--- src/rtl/ip_fmt_pkg.sv ---
package ip_fmt_pkg;
  typedef enum logic [1:0] {
    SRC_NONE = 2'd0,
    SRC_VID  = 2'd1,
    SRC_VBI  = 2'd2,
    SRC_CODE = 2'd3
  } src_e;

  // status word with protection bits
  function automatic logic [7:0] xy_word(input logic f, input logic v, input logic h);
    return {1'b1, f, v, h, v ^ h, f ^ h, f ^ v, f ^ v ^ h};
  endfunction
endpackage

--- src/rtl/ip_fmt_code.sv ---
module ip_fmt_code import ip_fmt_pkg::*; (
  input  logic       clk_i,
  input  logic       rst_ni,
  input  logic       en_i,
  input  logic       req_i,
  input  logic       f_i,
  input  logic       v_i,
  input  logic       h_i,
  input  logic       take_i,
  output logic       pend_o,
  output logic [7:0] xy_o
);
  logic       pend_q;
  logic [7:0] xy_q;
  logic       req_eff;

  assign req_eff = en_i && req_i;

  always_ff @(posedge clk_i or negedge rst_ni) begin
    if (!rst_ni) begin
      pend_q <= 1'b0;
      xy_q   <= 8'h80;
    end else if (req_eff) begin
      pend_q <= 1'b1;
      xy_q   <= xy_word(f_i, v_i, h_i);
    end else if (take_i) begin
      pend_q <= 1'b0;
    end
  end

  assign pend_o = pend_q;
  assign xy_o   = xy_q;

  // a served code leaves nothing pending
  a_r7_take_clears: assert property (@(posedge clk_i) disable iff (!rst_ni)
    (take_i && !req_eff) |=> !pend_o);
  // status word always carries its fixed top bit
  a_r7_xy_marker: assert property (@(posedge clk_i) disable iff (!rst_ni)
    pend_o |-> xy_o[7]);
endmodule

--- src/rtl/ip_fmt_arb.sv ---
module ip_fmt_arb import ip_fmt_pkg::*; (
  input  logic clk_i,
  input  logic rst_ni,
  input  logic can_load_i,
  input  logic code_pend_i,
  input  logic vbi_valid_i,
  input  logic vbi_last_i,
  input  logic vid_valid_i,
  output src_e sel_o,
  output logic vid_ready_o,
  output logic vbi_ready_o,
  output logic code_take_o
);
  logic in_blk_q;

  always_comb begin
    sel_o = SRC_NONE;
    if (can_load_i) begin
      if (in_blk_q)         sel_o = vbi_valid_i ? SRC_VBI : SRC_NONE;
      else if (code_pend_i) sel_o = SRC_CODE;
      else if (vbi_valid_i) sel_o = SRC_VBI;
      else if (vid_valid_i) sel_o = SRC_VID;
    end
  end

  assign vid_ready_o = (sel_o == SRC_VID);
  assign vbi_ready_o = (sel_o == SRC_VBI);
  assign code_take_o = (sel_o == SRC_CODE);

  always_ff @(posedge clk_i or negedge rst_ni) begin
    if (!rst_ni)          in_blk_q <= 1'b0;
    else if (vbi_ready_o) in_blk_q <= !vbi_last_i;
  end

  // an open VBI line locks out video on the next cycle
  a_r6_line_locked: assert property (@(posedge clk_i) disable iff (!rst_ni)
    (vbi_ready_o && !vbi_last_i) |=> !vid_ready_o);
  // the line closes once its last Dword is taken
  a_r6_line_closes: assert property (@(posedge clk_i) disable iff (!rst_ni)
    (vbi_ready_o && vbi_last_i) |=> !in_blk_q);
  a_r5_one_grant: assert property (@(posedge clk_i) disable iff (!rst_ni)
    $onehot0({vid_ready_o, vbi_ready_o, code_take_o}));
endmodule

--- src/rtl/ip_fmt_ser.sv ---
module ip_fmt_ser import ip_fmt_pkg::*; #(
  parameter  int BYTES  = 4,
  parameter  int BYTE_W = 8,
  localparam int DW     = BYTES * BYTE_W,
  localparam int PW     = 2 * BYTE_W,
  localparam int WORDS  = BYTES / 2,
  localparam int BW     = $clog2(BYTES)
) (
  input  logic          clk_i,
  input  logic          rst_ni,
  input  logic          wide_i,
  input  logic          clip_en_i,
  input  src_e          src_i,
  input  logic [DW-1:0] data_i,
  output logic          can_load_o,
  output logic          busy_o,
  output logic          vbi_o,
  output logic [PW-1:0] data_o
);
  logic          busy_q;
  logic [BW-1:0] beat_q;
  logic [BW-1:0] last_beat;
  src_e          src_q;
  logic [DW-1:0] dw_q;
  logic          at_last;
  logic          take;
  logic          clip_q;

  assign last_beat  = wide_i ? BW'(WORDS - 1) : BW'(BYTES - 1);
  assign at_last    = busy_q && (beat_q == last_beat);
  assign can_load_o = !busy_q || at_last;
  assign take       = can_load_o && (src_i != SRC_NONE);

  always_ff @(posedge clk_i or negedge rst_ni) begin
    if (!rst_ni) begin
      busy_q <= 1'b0;
      beat_q <= '0;
      src_q  <= SRC_NONE;
      dw_q   <= '0;
    end else if (take) begin
      busy_q <= 1'b1;
      beat_q <= '0;
      src_q  <= src_i;
      dw_q   <= data_i;
    end else if (at_last) begin
      busy_q <= 1'b0;
      beat_q <= '0;
    end else if (busy_q) begin
      beat_q <= beat_q + 1'b1;
    end
  end

  assign clip_q = clip_en_i && (src_q != SRC_CODE);

  logic [BYTE_W-1:0] byte_c [BYTES];
  logic [PW-1:0]     word_c [WORDS];

  for (genvar k = 0; k < BYTES; k++) begin : g_byte
    logic [BYTE_W-1:0] raw;
    assign raw       = dw_q[k*BYTE_W +: BYTE_W];
    // keep payload clear of code preambles
    assign byte_c[k] = !clip_q       ? raw :
                       (raw == '0)   ? BYTE_W'(1) :
                       (raw == '1)   ? ~BYTE_W'(1) : raw;
  end

  for (genvar j = 0; j < WORDS; j++) begin : g_word
    assign word_c[j] = {byte_c[2*j+1], byte_c[2*j]};
  end

  always_comb begin
    if (!busy_q)     data_o = '0;
    else if (wide_i) data_o = word_c[beat_q[BW-2:0]];
    else             data_o = {{BYTE_W{1'b0}}, byte_c[beat_q]};
  end

  assign busy_o = busy_q;
  assign vbi_o  = busy_q && (src_q == SRC_VBI);

  // beats advance one per cycle within a Dword
  a_r3_beat_step: assert property (@(posedge clk_i) disable iff (!rst_ni)
    (busy_q && !at_last) |=> (busy_q && beat_q == $past(beat_q) + 1'b1));
  a_r3_idle_quiet: assert property (@(posedge clk_i) disable iff (!rst_ni)
    !busy_q |-> (data_o == '0));
  a_r1_upper_zero: assert property (@(posedge clk_i) disable iff (!rst_ni)
    (!wide_i && busy_q) |-> (data_o[PW-1:BYTE_W] == '0));
  a_r8_no_preamble: assert property (@(posedge clk_i) disable iff (!rst_ni)
    (clip_q && busy_q && !wide_i) |->
      (data_o[BYTE_W-1:0] != '0 && data_o[BYTE_W-1:0] != '1));
endmodule

--- src/rtl/img_port_fmt.sv ---
module img_port_fmt import ip_fmt_pkg::*; #(
  parameter  int BYTES  = 4,
  parameter  int BYTE_W = 8,
  localparam int DW     = BYTES * BYTE_W,
  localparam int PW     = 2 * BYTE_W
) (
  input  logic          clk_i,
  input  logic          rst_ni,
  input  logic          wide_i,
  input  logic          embed_i,
  input  logic          gate_dq_i,
  input  logic          vid_valid_i,
  input  logic [DW-1:0] vid_data_i,
  output logic          vid_ready_o,
  input  logic          vbi_valid_i,
  input  logic [DW-1:0] vbi_data_i,
  input  logic          vbi_last_i,
  output logic          vbi_ready_o,
  input  logic          sync_f_i,
  input  logic          sync_v_i,
  input  logic          sync_h_i,
  input  logic          code_req_i,
  output logic [PW-1:0] data_o,
  output logic          dq_o,
  output logic          vbi_flag_o,
  output logic [2:0]    ref_o
);
  logic          embed_on;
  logic          can_load;
  logic          busy;
  logic          code_pend;
  logic          code_take;
  logic [7:0]    xy;
  src_e          sel;
  logic [DW-1:0] code_dw;
  logic [DW-1:0] load_dw;
  logic [2:0]    ref_q;

  assign embed_on = embed_i && !wide_i;

  ip_fmt_code u_code (
    .clk_i  (clk_i),
    .rst_ni (rst_ni),
    .en_i   (embed_on),
    .req_i  (code_req_i),
    .f_i    (sync_f_i),
    .v_i    (sync_v_i),
    .h_i    (sync_h_i),
    .take_i (code_take),
    .pend_o (code_pend),
    .xy_o   (xy)
  );

  ip_fmt_arb u_arb (
    .clk_i       (clk_i),
    .rst_ni      (rst_ni),
    .can_load_i  (can_load),
    .code_pend_i (code_pend),
    .vbi_valid_i (vbi_valid_i),
    .vbi_last_i  (vbi_last_i),
    .vid_valid_i (vid_valid_i),
    .sel_o       (sel),
    .vid_ready_o (vid_ready_o),
    .vbi_ready_o (vbi_ready_o),
    .code_take_o (code_take)
  );

  // preamble in the first byte, status word in the last
  assign code_dw = {BYTE_W'(xy), {(DW - 2*BYTE_W){1'b0}}, {BYTE_W{1'b1}}};

  always_comb begin
    unique case (sel)
      SRC_VBI:  load_dw = vbi_data_i;
      SRC_CODE: load_dw = code_dw;
      SRC_VID:  load_dw = vid_data_i;
      default:  load_dw = '0;
    endcase
  end

  ip_fmt_ser #(.BYTES(BYTES), .BYTE_W(BYTE_W)) u_ser (
    .clk_i      (clk_i),
    .rst_ni     (rst_ni),
    .wide_i     (wide_i),
    .clip_en_i  (embed_on),
    .src_i      (sel),
    .data_i     (load_dw),
    .can_load_o (can_load),
    .busy_o     (busy),
    .vbi_o      (vbi_flag_o),
    .data_o     (data_o)
  );

  // gated form: pulse in the low phase of beat cycles
  assign dq_o = gate_dq_i ? (busy && !clk_i) : busy;

  always_ff @(posedge clk_i or negedge rst_ni) begin
    if (!rst_ni) ref_q <= '0;
    else         ref_q <= {sync_f_i, sync_v_i, sync_h_i};
  end
  assign ref_o = ref_q;

  // video never taken while VBI is offered
  a_r5_vbi_first: assert property (@(posedge clk_i) disable iff (!rst_ni)
    vid_ready_o |-> !vbi_valid_i);
  // reference outputs trail the sync inputs by one clock
  a_r10_ref_delay: assert property (@(posedge clk_i) disable iff (!rst_ni)
    1'b1 |=> (ref_o == $past({sync_f_i, sync_v_i, sync_h_i})));
endmodule

--- config.mk ---
export PLATFORM = sky130hd
export DESIGN_NAME = img_port_fmt
export DESIGN_NICKNAME = d
export VERILOG_FILES = /design/src/rtl/ip_fmt_pkg.sv /design/src/rtl/ip_fmt_code.sv /design/src/rtl/ip_fmt_arb.sv /design/src/rtl/ip_fmt_ser.sv /design/src/rtl/img_port_fmt.sv
export SDC_FILE = /design/constraint.sdc
export NUM_CORES = 1
export LEC_CHECK = 0
export BUFFER_PORTS_ARGS = -buffer_cell sky130_fd_sc_hd__clkbuf_2
export CAP_MARGIN = 20
export CORE_AREA = 2 2 90 92
export CTS_CLUSTER_SIZE = 28
export DETAILED_ROUTE_END_ITERATION = 10
export DIE_AREA = 0 0 92 94
export GPL_TIMING_DRIVEN = 0
export PLACE_DENSITY = 0.68
export SYNTH_ARGS = -nofsm -noshare
export SYNTH_HDL_FRONTEND = slang
export SYNTH_SLANG_ARGS = --single-unit
--- constraint.sdc ---
create_clock -name clk_i -period 2.46 [get_ports clk_i]
set_input_delay 0.738 -clock clk_i [delete_from_list [all_inputs] [get_ports clk_i]]
set_output_delay 0.738 -clock clk_i [all_outputs]
set_load 0.03 [all_outputs]
### Word level (Yosys, flattened, before mapping)

Index checks and enable logic that the tools add are counted.
Widths: inputs -> output; s select.

| operators by class | value |
|---|---|
| bitwise operators | 6 |
| equal/unequal tests | 10 |
| reductions and logical operators | 20 |
| multiplexer cells | 36 |
| $lt $le $gt $ge | 2 |
| add/subtract/negate cells | 1 |

Operators with widths:

| cell | count |
|---|---|
| $mux 8 | 14 |
| $pmux 32 s3 | 1 |
| $mux 16 | 5 |
| $eq 8x8->1 const B | 4 |
| $logic_not 8->1 | 4 |
| $mux 2 | 9 |
| $bmux 8 s2 | 1 |
| $logic_and 1x1->1 | 7 |
| $eq 2x2->1 const B | 3 |
| $mux 1 | 6 |
| $reduce_bool 2->1 | 3 |
| $logic_not 1->1 | 4 |
| $xor 1x1->1 | 4 |
| $ge 3x3->1 const B | 1 |
| $not 2->3 | 1 |
| $reduce_bool 3->1 | 1 |
| $add 2x1->2 const B | 1 |
| $eq 2x1->1 const B | 1 |
| $eq 2x2->1 | 1 |
| $ge 2x2->1 const B | 1 |
| $ne 2x2->1 const B | 1 |
| $not 1->2 | 1 |
| $logic_or 1x1->1 | 1 |

| word-level totals | value |
|---|---|
| register bits after elaboration | 49 |
| input port bits | 76 |
| logic and storage cells | 83 |
| output and inout bits | 23 |

### Longest topological paths before layout

Gate-level depths: netlist (run 1).

| depth | value |
|---|---|
| depth after elaboration | 9 |
| depth in mapped cells | 9 |
| gate-level depth less buffers | 6 |

### By module

From an unflattened synthesis (run 1), not the netlist that was laid out.

| unflattened totals | value |
|---|---|
| cell total of the unflattened synthesis | 287 |
| area total of the unflattened synthesis | 3184.3 um2 |

By module, submodules not included:

| module | instances | seq. area each (um2) | cells each | area each (um2) |
|---|---|---|---|---|
| ip_fmt_ser | 1 | 925.9 | 176 | 2117.0 |
| img_port_fmt | 1 | 75.1 | 73 | 613.1 |
| ip_fmt_code | 1 | 200.2 | 24 | 352.8 |
| ip_fmt_arb | 1 | 25.0 | 14 | 101.3 |

==> impl_summary.md, run 1 <==
Outcome
The flow ran to the end, but the final reports show violations. The checks that failed: negative setup slack.

STA
Setup repair after global routing could not meet its margin everywhere. The worst path in the final design needs a cycle of 2.740 ns, including I/O delays and setup. The worst pin sits at a relative slew slack of 0.6668.

Setup violations remaining at the end of the flow were counted as 11. Static timing analysis puts the maximum clock frequency at 365.0 MHz. The hold violation total from the final report is 0. Setup slack on the critical path of the routed design comes to -0.2795 ns.

The slew of the pin with the lowest slew margin is 0.4998 ns. Clock skew on the completed layout was measured at roughly 0.0037 ns. The final setup TNS is -1.707 ns.

The number of pins with negative max-slew slack in the final report is 0. Of the available clock period, the critical path in the final layout requires 1.114.

Setup path
The element type at the critical path end is a primary output. The required time at the worst-slack endpoint is ~1.7 ns. Along the worst path, the maximum fanout reaches 4. The end of the worst register-to-register path is u_ser.dw_q[6].

In this run the critical register-to-register path is launched from u_ser.beat_q[1]. The number of cells on the worst reg-to-reg path is 8. The worst setup path is launched from an input port. The cell that appears most often on the critical path is nand3_1. The largest single stage delay on the critical path is 0.27 ns. Data on the critical path arrives at its endpoint at ~2.0 ns. The critical path goes through clkbuf_16, nor2b_4, and2_1, nand3_1, nand3_1, nor3b_4, clkbuf_8. In this run the worst setup path begins at wide_i.

The largest individual stage delay along the critical path comes from the cell and2_1. The worst-case register-to-register setup slack is between 0.5 and 0.6 ns. The critical setup path kind is input port to primary output.

Die
The floorplan step defined a die boundary enclosing roughly 0.0086 mm². The standard-cell row count is 32. In this run the count of I/O pins placed on the die edge is 99.

The initial cell density of the core is 0.3891. The core region is 0.007607 mm². The die is between 90 and 100 µm tall. The width of the die is ~90 µm.

Clock network
TritonCTS built the clock tree. The clock network latency to the later pin of the worst-skew pair is about 0.43 ns. In this run, post-CTS hold repair placed 0 buffers.

Clock-pin slew was measured on the worst setup and hold paths at approximately 0.1 ns.

Place
During placement, the flow inserted port buffers numbering about 100. The half-perimeter wire length after placement is about 6300 µm. The post-placement setup slack is -0.6675 ns. The cell area after placement is around 0.0037 mm². The routability congestion estimate from global placement is 0.8828.

Power
The analysis attributes to cell leakage a power of 0.001898 µW. Across the VDD grid, the largest voltage drop is 763.2 µV. The power per cell area is 1383 mW/mm².

Finish
After the last flow step, the layout net total stands at about 470. The antenna cell count is 0. The area overhead of the layout relative to synthesis is 45.86%.

The proportion of layout cells with a drive suffix above 1 is 0.4724. The finished cells cover 0.004318 mm².

Yosys
The number of nets produced by synthesis is 350. Yosys printed 0 warnings. The number of enable flip-flop cells after synthesis is 0. The mean instance size in the synthesized netlist is around 11 µm². Counting distinct cell types in the post-synthesis netlist gives 43.

After synthesis the netlist holds a flip-flop and latch count of between 40 and 50. Of the synthesized area, sequential elements account for 0.4142. Synthesis handed over a netlist of between 200 and 300 instances. The cell area after synthesis is roughly 0.0030 mm².

Of all flip-flops after synthesis, the portion carrying an async set or reset was 1.000. The prevailing post-synth register cell is dfrtp_1.

Global routing
The met1 usage in global routing is 0.2806. The overall track demand over capacity in global routing is 0.2116. The number of global-route vias before repair is approximately 2700. The most used routing layer is met2. In the global route stage, met3 resource usage came out at 0.04334. The initial antenna violation count is 0. The pin count of the biggest net entering global routing is 32.

After global routing the overflow that remains totals 0. The first-pass GRT wire length is between 10000 and 15000 µm. In the global route stage, met2 resource usage came out at 0.3401.

Route
Using the TritonRoute via totals, the vias-per-cell ratio works out to 5.482. The total number of vias is 2741. The number of nets with antenna violations after routing is 0. The remaining routing DRC violations is 0. The total detailed-routing wirelength is approximately 9000 µm.

The final routed wire length divided by cell count is between 15 and 20 µm. For this block, the initial DRC count from the detailed router was between 150 and 200. The number of iterations in the first detailed-routing pass is 4.

Worst hold path
The worst hold path belongs to the class input port to asynchronous set/reset pin.

Run
The number of max-capacitance violations reported is 0.
==> cells in the mapped netlist (3+ instances only) <==
| cell type | count | area share |
|---|---|---|
| clkbuf_1 | 7 | 0.0089 |
| o31ai_1 | 3 | 0.0076 |
| xnor2_1 | 3 | 0.0089 |
| nor4_1 | 7 | 0.015 |
| nor2_1 | 16 | 0.020 |
| nand2_1 | 11 | 0.014 |
| o2bb2ai_1 | 16 | 0.047 |
| o21ai_0 | 13 | 0.022 |
| nor2b_1 | 3 | 0.0063 |
| mux2_2 | 3 | 0.011 |
| buf_2 | 5 | 0.0085 |
| nand2b_1 | 3 | 0.0063 |
| a2bb2oi_1 | 9 | 0.027 |
| nand3_1 | 8 | 0.014 |
| a211oi_1 | 6 | 0.015 |
| a21oi_1 | 5 | 0.0085 |
| dfrtp_1 | 49 | 0.41 |
| inv_1 | 5 | 0.0063 |
| mux2i_1 | 59 | 0.20 |
| mux4_2 | 6 | 0.046 |
| buf_4 | 5 | 0.013 |
| nand4_1 | 6 | 0.013 |
==> final cells by class <==
class                   instances  area [µm²]
repair buffers                117       817.0
well taps                     102       127.6
clock inverters                 3       28.78
flip-flops and latches         49        1229
inverters                       6       30.03
fillers                       649        3289
plain buffers                  16       172.7
clock buffers                   8       110.1
multi-input cells             199        1803
==> stage by stage <==
step           hold slack, ns  utilization  std cells  total power [µW]
6_report               0.2530       0.5676        500              5971
5_1_grt                0.2901       0.5676        500              6306
4_1_cts                0.2631       0.5507        494              5711
3_5_place_dp           0.4756       0.4826        475              4499
3_3_place_gp           0.4636       0.4799        474              4457
2_1_floorplan          0.4424            -        274              3713
==> metal layers <==
layer  up-vias  share of wire
li1       1281              -
met3        13          0.067
met1      1330           0.43
met2       117           0.48
met5         -              0
met4         0          0.017
==> report_power, final <==
part | internal, µW | total, µW | switching, µW
Sequential | 1160 | 1640 | 482
Clock | 313 | 681 | 368
Combinational | 1830 | 3650 | 1820
Total | 3300 | 5970 | 2670
==> cell families (layout without fill, tap and decap cells) <==
logic type / Yosys count / in the layout / synth area share
and+or+nand+nor: 65 / 65 / 0.1137
muxes: 68 / 68 / 0.2566
xor gates and xnor gates: 5 / 5 / 0.01480
DFF: 49 / 49 / 0.4142
AOI/OAI and AO/OA: 61 / 61 / 0.1534
buffers and inverters: 26 / 150 / 0.04734
==> how the worst max path moves through the flow <==
stage	endpoint	cells after the start
after global placement	data_o[0]	7
after CTS	data_o[0]	6
final	data_o[8]	7
after detailed placement	data_o[0]	7
after floorplan	data_o[1]	3
after global routing	data_o[8]	6
==> cells in the final DEF, fill, tap and decap left out, types with 3 or more instances in the layout <==
master	n
nand4_1	6
nor2_2	5
mux4_2	6
nor4_1	6
nand3_1	8
xnor2_1	3
mux2i_1	59
dfrtp_1	47
a2bb2oi_1	9
o21ai_0	12
buf_4	22
nand2_1	9
buf_6	4
mux2_2	3
clkbuf_8	18
nor2_1	10
clkbuf_2	77
buf_8	4
inv_1	5
a211oi_2	5
clkbuf_4	4
clkbuf_1	3
buf_2	3
o2bb2ai_1	16
clkbuf_16	4
==> repair_timing <==
item / CTS / global route
pin swaps: 14 / 7
setup endpoints to repair: 20 / 19
setup buffers: 12 / 6
resized for setup: 83 / 19
gates cloned: 0 / 2
==> flip-flops by register name, indices dropped and copies added (netlist names) <==
signal	flops
u_ser.dw_q	32
u_code.xy_o	7
ref_o	3
u_ser.beat_q	2
u_ser.src_q	2
u_arb.in_blk_q	1
u_code.pend_o	1
u_ser.busy_o	1
==> worst max-delay path: cells and delay by family <==
family | cells | cell delay (ns)
AND/OR/NAND/NOR | 5 | 0.93
buffers and inverters | 2 | 0.32
Power figures use the tool's default switching activity.
==> run 2, diff against run 1 <==
clock period = 2.4 ns   (was 2.46 ns; I/O delays follow)
==> run 2 against run 1 <==
  * The run still ends with negative setup slack left
  * Global-route usage rose by 0.62 points
  * Wire length grew 3.3%
  * Utilization grew 1.8 points
  * Sequential power rose by 4%
  * Power is 8.5% higher
  * Critical path depth fell by 1
  * Critical path type is now register to primary output
  * Largest cell class unchanged
  * Largest power group unchanged
==> impl_summary.md, run 2 (synthesized netlist as in run 1, its figures left out) <==
Outcome
The flow ran to the end, but the final reports show violations. The final reports fail on negative setup slack.

STA
The final setup TNS is -2.590 ns. Across all setup checks in the final design, the least slack found is -0.3140 ns. Subtracting the final worst setup slack from the clock period gives 2.714 ns. Headroom to the max-slew limit came out at 0.6536. The hold violation total from the final report is 0. The fraction of the cycle the final worst path needs is 1.131. Setup repair after global routing could not meet its margin everywhere. The highest clock frequency the design can meet is ~370 MHz. The clock arrives with about 0.007 ns of skew. The number of pins with negative max-slew slack in the final report was 0. Setup violations remaining at the end of the flow were counted as 16. Across all hold checks on the routed design, the worst slack comes to approximately 0.23 ns. The slew of the pin with the lowest slew margin is 0.5195 ns.

Setup path
The element type at the critical path end is a primary output. The most critical setup path has its startpoint at u_ser.dw_q[13]. At the worst endpoint, the arrival time is a little under 2 ns. STA classifies the critical path startpoint as a register. STA puts the critical path data required time at 1.68 ns. The worst register-to-register path ends at u_ser.src_q[1]. The worst reg2reg path depth is 8. In this run the worst path has a maximum fanout of 2. The critical path ends at data_o[8]. The worst setup path is of the register to primary output kind. The startpoint identified for the worst register-to-register timing path is u_ser.beat_q[1]. The worst-case register-to-register setup slack is 0.34 ns.

Finish
The library cell used most frequently in the layout, excluding fill and tap cells, is clkbuf_2. Counting flops per register, the top entry is u_ser.dw_q. The number of antenna diodes in the final layout is 0. The library cells used most frequently in the layout, excluding fill and tap cells, are clkbuf_2 (77), mux2i_1 (59), dfrtp_1 (44). The area growth from synthesis to layout is 50.38%. The number of flip-flops under the largest register name is 32.

The number of nets in the finished design is 479. Of the cells placed in the final design, the portion with a size suffix greater than 1 is 0.5000.

Power
For this design the total switching power over the nets is between 2000 and 3000 µW. The combinational share of power is 0.616. The share of total power dissipated in the clock network is 0.122. The static leakage power is between 0.0015 and 0.002 µW. The worst-case vdd ir drop is 689.9 µV. Dividing total power by cell area gives a power density of approximately 1500 mW/mm². The switching fraction of total power is 0.4347. Internal power comes to roughly 3700 µW. Summing internal, switching and leakage power gives roughly 6500 µW.

The sequential power share is 0.262.

Worst hold path
The path class of the tightest hold or removal check is input port to asynchronous set/reset pin.

Run
The number of max-capacitance violations reported is 0.

Clock network
Clock-pin slew was measured on the worst setup and hold paths at approximately 0.10 ns. The clock network latency to the later pin of the worst-skew pair is ~0.43 ns. TritonCTS built the clock tree.

Die
The die covers roughly 0.0086 mm². The region available for standard cell placement spans between 0.007 and 0.008 mm². From left edge to right edge, the die measures 92 µm.

The initial utilization of the core area, before any placement, comes to 0.3891. From bottom edge to top edge, the die measures about 94 µm. The standard-cell row count is 32.

The number of top-level design ports is ~100.

Place
The routability congestion estimate from global placement is between 0.9 and 1. The half-perimeter wire length after placement is approximately 6400 µm. The port buffer count is about 100.

Route
The pre-antenna-repair detailed-routing pass consisted of 4 iterations. The total number of vias is about 2700. Wires add up to around 9000 µm. The final routed wire length divided by cell count is between 15 and 20 µm. The post-detailed-route via-to-cell ratio is between 5 and 6. For this block, the initial DRC count from the detailed router was 169. The remaining routing DRC violations is 0. The number of nets with antenna violations after routing is 0.

Global routing
The leftover overflow at the end of global routing is 0. The initial antenna violation count is 0. The pin count of the biggest net entering global routing is 32. The number of global-route vias before repair is approximately 2800. The first global-routing pass estimated about 14000 µm of wire. In the global route stage, overall resource usage came out at 0.2178.
run 2: power groups by stage:
stage          combinational, µW  sequential (µW)  clock, µW
6_report                    3990             1700        790
5_1_grt                     4250             1740        846
4_1_cts                     3730             1650        793
3_5_place_dp                2940             1650       40.5
3_3_place_gp                2880             1630       40.5
2_1_floorplan               2320             1470       30.5
run 2: area by class of cell:
class	instances	area (µm²)
clock buffers	8	110.1
multi-input cells	199	1842
fillers	656	3156
repair buffers	123	883.3
well taps	102	127.6
inverters	6	30.03
clock inverters	3	50.05
plain buffers	16	176.4
flip-flops and latches	49	1232
run 2: how the worst min path moves through the flow:
stage,slack (ns),cells after the start,to,from
floorplan,0.42,0,ref_o[0],rst_ni
global placement,0.46,2,u_code.xy_o[0],u_code.xy_o[0]
detailed placement,0.47,2,u_code.xy_o[0],u_code.xy_o[0]
CTS,0.26,1,u_ser.dw_q[8],rst_ni
global route,0.26,1,u_ser.dw_q[8],rst_ni
finish,0.23,1,u_ser.dw_q[8],rst_ni
run 2: metal layers:
metal / global-route usage / wire [µm] / vias to the layer above
met5: 0 / 0 / -
met4: 0.08209 / 159 / 0
met3: 0.04976 / 642 / 14
met2: 0.3542 / 4439 / 115
met1: 0.2845 / 4011 / 1308
li1: - / - / 1290
run 2: worst max-delay path: stages (launching register included):
cell	delay [ns]
dfrtp_2	0.44
nor4_4	0.29
a41oi_2	0.14
a21oi_2	0.17
nor2_1	0.10
nor3b_4	0.21
clkbuf_8	0.19
run 2: timing repair:
item,CTS,global route
gates resized for setup,87,34
setup endpoints to repair,20,19
pin swaps,17,11
setup buffers,14,10
gates cloned,3,0
hold buffers,0,0
run 2: metrics by stage:
step	instances	setup WS, ns	area, µm²	util
detailed placement	475	-0.5485	3684	0.4842
global placement	474	-0.5521	3664	0.4816
finish	506	-0.3140	4452	0.5852
floorplan	274	-0.1587	3045	-
global route	506	-0.3591	4452	0.5852
CTS	498	-0.3314	4303	0.5656
==> run 3, diff against run 2 <==
BUFFER_PORTS_ARGS = unset   (was -buffer_cell sky130_fd_sc_hd__clkbuf_2)
DONT_BUFFER_PORTS = 1   (was unset)
MAX_ROUTING_LAYER = met4   (was unset)
PLACE_DENSITY = 0.57   (was 0.68)
==> run 3 against run 2 <==
  * The flow still finishes with violations (negative setup slack)
  * Combinational power shrank 11%
  * Via count shrank 13%
  * Sequential cell count is the same
  * Non-clock buffer count shrank 98
  * Global-route usage shrank 0.40 points
  * Cell count shrank 20%
  * Critical path depth shrank 1
  * Wire length shrank 8.5%
  * Power shrank 8.7%
==> impl_summary.md, run 3 (synthesized netlist as in run 1, its figures left out) <==
Setup path
The stage delay of the slowest cell on the critical path is 0.45 ns. The critical path startpoint is u_ser.dw_q[12]. The worst reg2reg path depth is 8. In this run the register-to-register setup slack is about 0.51 ns. The setup path with the least slack is of type register to primary output. The data arrival time of the worst path is 2.00 ns.

The timing endpoint of the critical path is data_o[8]. The slowest stage of the critical path belongs to the cell dfrtp_2. The critical register-to-register path startpoint is u_ser.beat_q[1]. The total buffers and inverters traversed by the critical path is 0. STA classifies the critical path endpoint as a primary output. In this run the critical register-to-register path is captured at u_ser.dw_q[2]. The critical path goes through nor4_4, a41oi_2, a21oi_2, nor2_2, nor3b_4.

Counting buffers and inverters, the worst setup path is 5 cells deep. For the worst setup path, the data required time is between 1.5 and 2 ns. The largest fanout on the critical path is 2. The dominant delay contributor by cell family on the critical path is simple AND/OR/NAND/NOR gates. STA classifies the critical path startpoint as a register.

STA
The final setup TNS is -1.608 ns. Of the available clock period, the critical path in the final layout requires 1.134. The hold violation total from the final report is 0. The worst max-slew margin expressed relative to the limit is 0.6730. Static timing analysis puts the maximum clock frequency at between 300 and 400 MHz. The maximum clock skew at final layout is 0.01443 ns. At the pin with the least slew margin, the transition time is about 0.49 ns. Counting I/O delays and the setup requirement, the final critical path takes around 2.7 ns. Once routing completed, OpenROAD measured the worst setup slack at -0.3218 ns. The number of pins with negative max-slew slack in the final report was 0. The number of endpoints failing setup at the final stage is 10. Setup repair after global routing could not meet its margin everywhere.

Power
The static leakage power is between 0.001 and 0.0015 µW. The combinational share of power is 0.600. The switching fraction of total power is 0.4592.

The sequential power share is 0.283. Of the total power, the clock network draws 0.117. VDD sags by at most 582.5 µV. The internal power of the cells totals roughly 3200 µW. The power per cell area is 1547 mW/mm². The net switching power is 2717 µW.

Place
The HPWL after detailed placement is around 6000 µm. The congestion estimate from routability-driven global placement came to about 0.94. In this run the tool buffered the top-level ports with 0 buffer cells. Once placement completed, the tool counted placed cells totaling 376.

Run
The number of max-capacitance violations reported is 0.

Finish
The number of flip-flops under the largest register name is 32. The top cell types in the final layout, fill and taps aside, are mux2i_1 (57), dfrtp_1 (46), buf_4 (22). The filler cells instantiated in the layout total 711. The utilization of the core after routing is 0.5028. For this run, the post-layout net count is 380. The proportion of layout cells with a drive suffix above 1 is 0.3475. Relative to the synthesized area, the layout overhead comes to 29.21%. The count of cells in the finished layout, fillers not included, comes to slightly above 400. u_ser.dw_q holds more flip-flops than any other register.

The antenna cell count is 0. The most common cell after layout, fill and taps aside is mux2i_1.

Die
The die height is 94 µm. The area of the die is just under 0.009 mm². The initial utilization of the core area, before any placement, comes to 0.3891. The width of the die is around 90 µm. After floorplanning, the core was divided into 32 placement rows. During I/O placement, the number of pins put on the boundary was between 90 and 100. The placeable core region is roughly 0.0076 mm².

Route
The iteration-0 DRC count of the detailed router is between 150 and 200. In this run the remaining antenna-violating nets after routing total 0. The total detailed-routing wirelength is about 8500 µm. Using the TritonRoute via totals, the vias-per-cell ratio works out to around 5.8. The total number of vias is 2367. The first detailed-routing pass ran for 4 iterations.

In the routed design, unresolved DRC markers number 0. After detailed routing, the average wire length per cell comes to around 21 µm.

Global routing
The pin count of the biggest net entering global routing is 50. The initial antenna violation count is 0. For this run the aggregate overflow at the end of global routing stands at 0.

The number of global-route vias before repair is roughly 2400. The first-pass GRT wire length is 13430 µm. In the global route stage, overall resource usage came out at 0.2139.

Outcome
The final reports fail on negative setup slack. The run finished, with violations left.

Clock network
The clock network latency to the later pin of the worst-skew pair is between 0.4 and 0.5 ns. TritonCTS built the clock tree. After clock tree synthesis, the clock-pin slew on the worst setup and hold paths is 0.11 ns.

Worst hold path
The class of the worst hold path is input port to asynchronous set/reset pin.
==> run 3: routing by layer <==
layer | vias to the layer above | GRT usage | wire (µm)
met2 | 96 | 0.3137 | 3891
met3 | 10 | 0.06019 | 692
li1 | 1097 | - | -
met4 | 0 | 0.07836 | 138
met1 | 1164 | 0.2844 | 3739
met5 | - | - | 0
==> run 3: repair_timing <==
action / 4_1_cts / 5_1_grt
cloned: 1 / 2
buffers inserted: 11 / 8
hold buffers: 1 / 0
pin swaps: 12 / 14
endpoints found under the setup margin: 20 / 19
resized for setup: 65 / 11
endpoints found under the hold margin: 49 / 0
==> run 3: power groups by stage <==
| stage | registers, µW | clock network, µW | logic (µW) |
|---|---|---|---|
| detailed placement | 1660 | 30.5 | 2690 |
| global route | 1730 | 753 | 3820 |
| finish | 1680 | 693 | 3550 |
| global placement | 1650 | 30.5 | 2660 |
| CTS | 1650 | 710 | 3340 |
| floorplan | 1470 | 30.5 | 2320 |
==> run 3: worst min-delay path by stage <==
stage          endpoint  cells past startpoint
2_1_floorplan  ref_o[0]                      0
3_3_place_gp   ref_o[1]                      0
3_5_place_dp   ref_o[1]                      0
4_1_cts        ref_o[1]                      1
5_1_grt        ref_o[1]                      1
6_report       ref_o[1]                      1
==> run 3: layout make-up <==
type	instances	area [µm²]	area share
buffer	18	193.9	0.05070
sequential	49	1230	0.3216
timing repair buffer	23	242.7	0.06346
multi-input combinational	199	1878	0.4910
clock buffer	7	96.34	0.02519
inverter	6	27.53	0.007197
clock inverter	3	28.78	0.007524
tap	102	127.6	0.03337
==> run 3: worst register-to-register path: stages, from the launching register on <==
cell and delay, ns:
dfrtp_2 0.46, xor2_2 0.18, a21oi_4 0.09, nor3_2 0.19, buf_6 0.15, buf_4 0.15, buf_4 0.24, mux2i_1 0.21
a2bb2oi_1 0.08
==> run 3: stage by stage <==
step	total power, µW	cell area [µm²]	setup WS (ns)	hold slack [ns]
2_1_floorplan	3825	3045	-0.1587	0.4244
3_3_place_gp	4346	3173	-0.4717	0.4253
3_5_place_dp	4388	3173	-0.4756	0.4255
4_1_cts	5697	3676	-0.2868	0.1266
5_1_grt	6302	3825	-0.3607	0.1200
6_report	5918	3825	-0.3218	0.1237
